## src/rtl/sfdp_pkg.sv

```systemverilog
package sfdp_pkg;
  localparam logic [7:0] SFDP_OPCODE = 8'h5A;
  localparam logic [7:0] IDLE_BYTE   = 8'hFF;
  localparam int         HDR_WRITES  = 4;  // opcode + 3 address bytes
endpackage

```

## src/rtl/sfdp_rom.sv

```systemverilog
module sfdp_rom
  import sfdp_pkg::*;
#(
  parameter int TABLE_BYTES = 88,
  parameter int PTR_W       = $clog2(TABLE_BYTES + 1)
) (
  input  logic [PTR_W-1:0] idx_i,
  output logic [7:0]       data_o
);
  always_comb begin
    data_o = IDLE_BYTE;
    if (int'(idx_i) < TABLE_BYTES) begin
      case (int'(idx_i))
        'h00: data_o = 8'h53;
        'h01: data_o = 8'h46;
        'h02: data_o = 8'h44;
        'h03: data_o = 8'h50;
        'h04: data_o = 8'h00;
        'h05: data_o = 8'h01;
        'h06: data_o = 8'h01;
        'h08: data_o = 8'h00;
        'h09: data_o = 8'h00;
        'h0A: data_o = 8'h01;
        'h0B: data_o = 8'h09;
        'h0C: data_o = 8'h1C;
        'h0D: data_o = 8'h00;
        'h0E: data_o = 8'h00;
        'h10: data_o = 8'hC2;
        'h11: data_o = 8'h00;
        'h12: data_o = 8'h01;
        'h13: data_o = 8'h04;
        'h14: data_o = 8'h48;
        'h15: data_o = 8'h00;
        'h16: data_o = 8'h00;
        'h1C: data_o = 8'hE5;
        'h1D: data_o = 8'h20;
        'h1E: data_o = 8'hC9;
        'h23: data_o = 8'h03;
        'h24: data_o = 8'h00;
        'h26: data_o = 8'h08;
        'h27: data_o = 8'h6B;
        'h28: data_o = 8'h08;
        'h29: data_o = 8'h3B;
        'h2A: data_o = 8'h00;
        'h38: data_o = 8'h0C;
        'h39: data_o = 8'h20;
        'h3A: data_o = 8'h0F;
        'h3B: data_o = 8'h52;
        'h48: data_o = 8'h00;
        'h49: data_o = 8'h36;
        'h4A: data_o = 8'h00;
        'h4B: data_o = 8'h27;
        'h57: data_o = 8'h5A;
        default: data_o = IDLE_BYTE;
      endcase
    end
  end
endmodule

```

## src/rtl/sfdp_cmd_track.sv

```systemverilog
module sfdp_cmd_track
  import sfdp_pkg::*;
#(
  parameter int TABLE_BYTES = 88,
  parameter int CNT_W       = 8,
  parameter int PTR_W       = $clog2(TABLE_BYTES + 1)
) (
  input  logic             clk_i,
  input  logic             rst_ni,
  input  logic             cs_i,
  input  logic             wr_vld_i,
  input  logic [7:0]       wr_byte_i,
  output logic [7:0]       opcode_o,
  output logic [CNT_W-1:0] wcnt_o,
  output logic [PTR_W-1:0] start_off_o
);
  localparam int FOLD_W = PTR_W + 8;
  localparam logic [CNT_W-1:0] CNT_MAX = '1;
  localparam logic [CNT_W-1:0] CNT_HDR = CNT_W'(HDR_WRITES);
  localparam logic [PTR_W-1:0] OFF_LAST = PTR_W'(TABLE_BYTES - 1);

  logic [7:0]       op_q;
  logic [CNT_W-1:0] wcnt_q;
  logic [PTR_W-1:0] res_q;
  logic [FOLD_W-1:0] fold_w;
  logic [PTR_W-1:0] fold_next;

  // Residue of the address mod table size, folded in one byte at a time
  assign fold_w    = {res_q, wr_byte_i};
  assign fold_next = PTR_W'(fold_w % FOLD_W'(TABLE_BYTES));

  always_ff @(posedge clk_i or negedge rst_ni) begin
    if (!rst_ni) begin
      op_q   <= '0;
      wcnt_q <= '0;
      res_q  <= '0;
    end else if (!cs_i) begin
      op_q   <= '0;
      wcnt_q <= '0;
      res_q  <= '0;
    end else if (wr_vld_i) begin
      if (wcnt_q != CNT_MAX) wcnt_q <= wcnt_q + 1'b1;
      if (wcnt_q == '0) begin
        op_q <= wr_byte_i;
      end else if (wcnt_q < CNT_HDR) begin
        res_q <= fold_next;
      end else if (wcnt_q > CNT_HDR) begin
        // bytes beyond the dummy advance the start offset
        res_q <= (res_q == OFF_LAST) ? '0 : res_q + 1'b1;
      end
    end
  end

  assign opcode_o    = op_q;
  assign wcnt_o      = wcnt_q;
  assign start_off_o = res_q;

  AST_CNT_CLEAR: assert property (@(posedge clk_i) disable iff (!rst_ni)
    !cs_i |=> (wcnt_q == '0));
  AST_OFF_RANGE: assert property (@(posedge clk_i) disable iff (!rst_ni)
    int'(res_q) < TABLE_BYTES);
endmodule

```

## src/rtl/sfdp_rd_ctrl.sv

```systemverilog
module sfdp_rd_ctrl
  import sfdp_pkg::*;
#(
  parameter int TABLE_BYTES = 88,
  parameter int CNT_W       = 8,
  parameter int PTR_W       = $clog2(TABLE_BYTES + 1)
) (
  input  logic             clk_i,
  input  logic             rst_ni,
  input  logic             cfg_en_i,
  input  logic             cs_i,
  input  logic             rd_req_i,
  input  logic [7:0]       opcode_i,
  input  logic [CNT_W-1:0] wcnt_i,
  input  logic [PTR_W-1:0] start_off_i,
  input  logic [7:0]       rom_byte_i,
  output logic [PTR_W-1:0] rom_idx_o,
  output logic             rd_vld_o,
  output logic [7:0]       rd_byte_o
);
  localparam logic [CNT_W-1:0] CNT_HDR  = CNT_W'(HDR_WRITES);
  localparam logic [PTR_W-1:0] PTR_END  = PTR_W'(TABLE_BYTES);

  logic             started_q, open_q;
  logic [PTR_W-1:0] ptr_q;
  logic [PTR_W-1:0] cur_ptr;
  logic             open_now, skip_now, in_tab, take;

  assign take     = cs_i && rd_req_i;
  assign cur_ptr  = started_q ? ptr_q : start_off_i;
  assign open_now = started_q ? open_q
                  : (cfg_en_i && (opcode_i == SFDP_OPCODE) && (wcnt_i >= CNT_HDR));
  // missing dummy: first read stands in for it
  assign skip_now = !started_q && (wcnt_i == CNT_HDR);
  assign in_tab   = cur_ptr < PTR_END;
  assign rom_idx_o = cur_ptr;

  always_ff @(posedge clk_i or negedge rst_ni) begin
    if (!rst_ni) begin
      started_q <= 1'b0;
      open_q    <= 1'b0;
      ptr_q     <= '0;
      rd_vld_o  <= 1'b0;
      rd_byte_o <= IDLE_BYTE;
    end else begin
      rd_vld_o  <= take;
      rd_byte_o <= IDLE_BYTE;
      if (!cs_i) begin
        started_q <= 1'b0;
        open_q    <= 1'b0;
        ptr_q     <= '0;
      end else if (rd_req_i) begin
        started_q <= 1'b1;
        open_q    <= open_now;
        ptr_q     <= (skip_now || !in_tab) ? cur_ptr : cur_ptr + 1'b1;
        if (open_now && !skip_now && in_tab) rd_byte_o <= rom_byte_i;
      end
    end
  end

  AST_VLD_FOLLOWS_REQ: assert property (@(posedge clk_i) disable iff (!rst_ni)
    (cs_i && rd_req_i) |=> rd_vld_o);
  AST_NO_SPURIOUS_VLD: assert property (@(posedge clk_i) disable iff (!rst_ni)
    !(cs_i && rd_req_i) |=> !rd_vld_o);
  AST_DISABLED_IDLE: assert property (@(posedge clk_i) disable iff (!rst_ni)
    (cs_i && rd_req_i && !started_q && !cfg_en_i) |=> (rd_byte_o == IDLE_BYTE));
  AST_DUMMY_IDLE: assert property (@(posedge clk_i) disable iff (!rst_ni)
    (cs_i && rd_req_i && !started_q && (wcnt_i == CNT_HDR)) |=> (rd_byte_o == IDLE_BYTE));
  AST_PTR_STEP: assert property (@(posedge clk_i) disable iff (!rst_ni)
    (cs_i && rd_req_i && started_q && (ptr_q < PTR_END)) |=> (ptr_q == $past(ptr_q) + 1'b1));
endmodule

```

## src/rtl/sfdp_responder.sv

```systemverilog
module sfdp_responder
  import sfdp_pkg::*;
#(
  parameter int TABLE_BYTES = 88,
  parameter int CNT_W       = 8
) (
  input  logic       clk_i,
  input  logic       rst_ni,
  input  logic       cfg_en_i,
  input  logic       cs_i,
  input  logic       wr_vld_i,
  input  logic [7:0] wr_byte_i,
  input  logic       rd_req_i,
  output logic       rd_vld_o,
  output logic [7:0] rd_byte_o
);
  localparam int PTR_W = $clog2(TABLE_BYTES + 1);

  logic [7:0]       opcode;
  logic [CNT_W-1:0] wcnt;
  logic [PTR_W-1:0] start_off;
  logic [PTR_W-1:0] rom_idx;
  logic [7:0]       rom_byte;

  sfdp_cmd_track #(.TABLE_BYTES(TABLE_BYTES), .CNT_W(CNT_W), .PTR_W(PTR_W)) u_track (
    .clk_i       (clk_i),
    .rst_ni      (rst_ni),
    .cs_i        (cs_i),
    .wr_vld_i    (wr_vld_i),
    .wr_byte_i   (wr_byte_i),
    .opcode_o    (opcode),
    .wcnt_o      (wcnt),
    .start_off_o (start_off)
  );

  sfdp_rom #(.TABLE_BYTES(TABLE_BYTES), .PTR_W(PTR_W)) u_rom (
    .idx_i  (rom_idx),
    .data_o (rom_byte)
  );

  sfdp_rd_ctrl #(.TABLE_BYTES(TABLE_BYTES), .CNT_W(CNT_W), .PTR_W(PTR_W)) u_rd (
    .clk_i       (clk_i),
    .rst_ni      (rst_ni),
    .cfg_en_i    (cfg_en_i),
    .cs_i        (cs_i),
    .rd_req_i    (rd_req_i),
    .opcode_i    (opcode),
    .wcnt_i      (wcnt),
    .start_off_i (start_off),
    .rom_byte_i  (rom_byte),
    .rom_idx_o   (rom_idx),
    .rd_vld_o    (rd_vld_o),
    .rd_byte_o   (rd_byte_o)
  );
endmodule

```

## config.mk

```make
export PLATFORM = sky130hd
export DESIGN_NAME = sfdp_responder
export DESIGN_NICKNAME = d
export VERILOG_FILES = /design/src/rtl/sfdp_pkg.sv /design/src/rtl/sfdp_rom.sv /design/src/rtl/sfdp_cmd_track.sv /design/src/rtl/sfdp_rd_ctrl.sv /design/src/rtl/sfdp_responder.sv
export SDC_FILE = /design/constraint.sdc
export NUM_CORES = 1
export LEC_CHECK = 0
export BUFFER_PORTS_ARGS = -buffer_cell sky130_fd_sc_hd__buf_4
export CAP_MARGIN = 20
export CORE_UTILIZATION = 45
export CTS_BUF_LIST = sky130_fd_sc_hd__clkbuf_2
export CTS_CLUSTER_SIZE = 40
export DETAILED_ROUTE_END_ITERATION = 16
export SLEW_MARGIN = 15
export SYNTH_ARGS = -nofsm -noshare
export SYNTH_HDL_FRONTEND = slang
export SYNTH_SLANG_ARGS = --single-unit
```

## constraint.sdc

```tcl
create_clock -name clk_i -period 5.45 [get_ports clk_i]
set_clock_uncertainty 0.1 [all_clocks]
set_input_delay 0.2725 -clock clk_i [delete_from_list [all_inputs] [get_ports clk_i]]
set_output_delay 0.2725 -clock clk_i [all_outputs]
set_load 0.02 [all_outputs]
```

==> summary.md <==
### Floorplan
- **core region area** 10,510 µm²
- **Die ar.** 11,460 µm²
- **top-level I/O count** 23
- **initial core utilization** 47.26%
- **standard-cell rows** 37
- **die height** 107.1 µm
- **Die Span X** 107.1 µm

### Run status
- **outcome** complete, no violations

### Cells and area
- **most frequent cells in the layout** buf_4 (106), nand2_1 (65), nor2_1 (48)
- **most common library cell in the layout ignoring fill and taps** buf_4
- **Net count, final** 746
- **share of the core filled with cells** 59.54%
- **signed area change from the synthesized netlist to the final layout** 26.00%
- **fraction of layout cells with a size suffix above 1** 29.05%
- **Ant. Diodes** 0

### Min path
- **Hold Crit Class** in -> reg
- **WHS Path Cells** 3
- **hold path start** wr_byte_i[1]
- **Worst Hold Path EP** u_track.opcode_o[1]

### Detailed routing
- **total wire length** 14,330 µm
- **DRC violations left** 0
- **number of DRC violations after detailed-routing iteration 0** 399
- **detail-routed net length per standard cell** 16.82 µm
- **vias per std cell** 6.144
- **overall via count from detail_route** 5,235
- **residual antenna-violating net count after detailed routing** 0
- **TritonRoute pass-1 iters** 5

### Placement
- **worst slack at placement** -0.1201 ns
- **count of port buffers added during placement** 22
- **placer's final routability congestion estimate** 0.9266
- **post-detailed-placement half-perimeter wirelength** 10,500 µm

### STA
- **worst slew margin relative to its limit** 49.71%
- **Final period util** 99.39%
- **Worst Slack Setup Final** 0.03334 ns
- **RSZ-0062 raised after global routing** yes
- **Setup-failing EPs final** 0
- **fin crit period** 5.417 ns
- **Final Hold Vio Count** 0
- **Slew Limit Fails** 0
- **measured slew at the worst slew-check pin** 0.7544 ns
- **Setup TNS** 0 ns
- **fmax** 184.6 MHz

### CTS
- **Bufs on Longest Clock Path** 2
- **clock network latency to the later pin of the worst-skew pair** 0.42 ns
- **CTS H-Tree Depth** 2
- **number of buffers created by CTS** 5
- **root buffer cell** clkbuf_2
- **Reg clk slew, reported paths** 0.23 ns
- **clock tree from TritonCTS** done
- **clock tree sinks** 41

### Critical path
- **gate family responsible for the most delay along the worst path** compound AO/OA/AOI/OAI gates
- **cell mode on critical path** buf_4
- **required time of the worst setup path** 5.70 ns
- **total buffers and inverters traversed by the critical path** 4
- **data arrival time of the worst path** 5.67 ns
- **slowest stage cell, crit path** dfrtp_1
- **crit path max fanout** 12
- **Worst R2R End** u_track.start_off_o[5]
- **crit end category** register
- **worst reg2reg path depth** 22
- **list of cells traversed by the critical path** buf_4 -> and4b_1 -> o2bb2ai_2 -> a2111oi_4 -> buf_4 -> o211ai_1 -> o311a_1 -> or3_4 -> o21a_1 -> a2bb2oi_4 -> mux2_4 -> buf_6 -> a2111oi_4 -> buf_4 -> o41ai_4 -> maj3_2 -> o21ai_4 -> mux2i_1 -> nand2b_1 -> o221a_1 -> a21o_1 -> a31o_1
- **kind of critical path** reg -> reg
- **Largest stage delay, worst path** 0.50 ns
- **origin of the critical flop-to-flop path** u_track.start_off_o[6]
- **Critical Path Start Type** register
- **setup slack, reg-to-reg** 0.03 ns

### Job
- **MaxCap Viol Count** 0

### GRT
- **number of global-route vias before repair** 4,919
- **total global routing track utilization** 25.48%
- **maximum number of pins on one net before global-route repair** 42
- **antenna violations before repair** 0
- **wire length of the first global-routing pass** 23,910 µm
- **global route overflow** 0

### Synthesis
- **Avg Cell Area, Syn** 7.699 µm²
- **fraction of the yosys area taken by sequential cells** 20.86%
- **EDFF count, synth** 0
- **gate count after technology mapping** 645
- **Synth Net Count** 676
- **number of distinct library cells after synthesis** 96
- **number of warnings reported in the yosys synthesis log** 0
- **register bit count reported by yosys** 41
- **ys flop type** dfrtp_1
- **total standard cell area after synthesis** 4966 µm²
- **fraction of registers with async set/reset** 100.0%

==> logic make-up (layout without fill, tap and decap cells) <==
| logic type | after synthesis | after routing | synth area share (%) |
|---|---|---|---|
| AOI/OAI and AO/OA | 229 | 229 | 34.37 |
| xor gates and xnor gates | 19 | 19 | 3.502 |
| adders and majority gates | 18 | 18 | 4.510 |
| buffers and inverters | 68 | 139 | 5.845 |
| DFF | 41 | 41 | 20.86 |
| muxes | 25 | 25 | 5.392 |
| and+or+nand+nor | 245 | 245 | 25.52 |
==> worst min-delay path, cell delays in order <==
cell and delay, ns:
buf_4 0.10, mux2i_1 0.07, nor2b_1 0.10
==> routing by layer <==
layer  routed length (µm)  track usage [%]
met1                 6402            33.46
met2                 7075            44.47
met3                  578            2.371
met4                  276            6.947
met5                    0                0
==> through the flow <==
stage               hold WS, ns  instance area, µm²  instances
finish                  0.04249                6257        852
global route            0.05561                6257        852
CTS                     0.04058                6006        843
detailed placement       0.1844                5715        827
global placement         0.1837                5715        827
floorplan               -0.1231                5066        645
==> worst max-delay path by stage <==
stage | startpoint | cells past startpoint | to | slack (ns)
after detailed placement | u_track.start_off_o[0] | 22 | u_track.start_off_o[6] | -0.12
after CTS | u_track.start_off_o[3] | 21 | u_track.start_off_o[6] | 0.01
after global placement | u_track.start_off_o[0] | 22 | u_track.start_off_o[6] | -0.08
after global routing | u_track.start_off_o[6] | 22 | u_track.start_off_o[5] | -0.20
final | u_track.start_off_o[6] | 22 | u_track.start_off_o[5] | 0.03
after floorplan | u_track.start_off_o[1] | 23 | u_track.start_off_o[5] | 0.005
==> cells in the mapped netlist (4+ instances only) <==
master | number | area (µm²)
a211o_1 | 5 | 43.79
nand2_1 | 65 | 244.0
buf_1 | 5 | 18.77
o22ai_1 | 7 | 43.79
or3_1 | 6 | 37.54
nand4_1 | 5 | 31.28
a31oi_1 | 6 | 37.54
nor3_1 | 18 | 90.09
o21a_1 | 12 | 90.09
o211ai_1 | 6 | 45.04
nor2b_1 | 16 | 100.1
o21ai_0 | 49 | 245.2
o21ai_1 | 9 | 45.04
ha_1 | 17 | 212.7
dfstp_2 | 8 | 210.2
o31ai_1 | 6 | 45.04
a21o_1 | 6 | 45.04
a311oi_1 | 4 | 35.03
inv_1 | 18 | 67.56
dfrtp_1 | 33 | 825.8
or2_2 | 4 | 25.02
o221ai_1 | 6 | 52.55
nor4_1 | 6 | 37.54
xor2_1 | 5 | 43.79
nand3_1 | 18 | 90.09
mux2i_1 | 20 | 200.2
and2_1 | 13 | 81.33
a221oi_1 | 4 | 35.03
buf_2 | 7 | 35.03
xnor2_1 | 13 | 113.9
a211oi_1 | 14 | 105.1
nand2b_1 | 13 | 81.33
a21oi_1 | 38 | 190.2
nor2_1 | 50 | 187.7
clkbuf_1 | 29 | 108.9
a2111oi_4 | 4 | 110.1
o21ai_2 | 4 | 35.03
==> repair_timing <==
| item | 4_1_cts | 5_1_grt |
|---|---|---|
| buffers inserted | 6 | 9 |
| gates resized for setup | 24 | 34 |
| hold endpoints to repair | 34 | 0 |
| gates cloned | 0 | 0 |
| setup endpoints to repair | 4 | 4 |
| pin swaps | 14 | 20 |
| hold buffers | 2 | 0 |
==> cell type report <==
cell class                 count  area (µm²)
clock buffer                   5       25.02
clock inverter                 3       68.82
fill                         940        4252
inverter                      22       87.58
multi-input combinational    536        4043
sequential                    41        1036
tap                          136       170.2
timing repair buffer         109       827.0
==> state kept, by name, indices dropped and copies added (netlist names) <==
register and count:
u_rd.open_q 1, u_rd.ptr_q 7, u_rd.rd_byte_o 8, u_rd.rd_vld_o 1, u_rd.started_q 1, u_track.opcode_o 8, u_track.start_off_o 7, u_track.wcnt_o 8
Power is left out: the tool's default activity adds up to more than one toggle a clock period on the data nets, which glitch-free logic cannot reach.
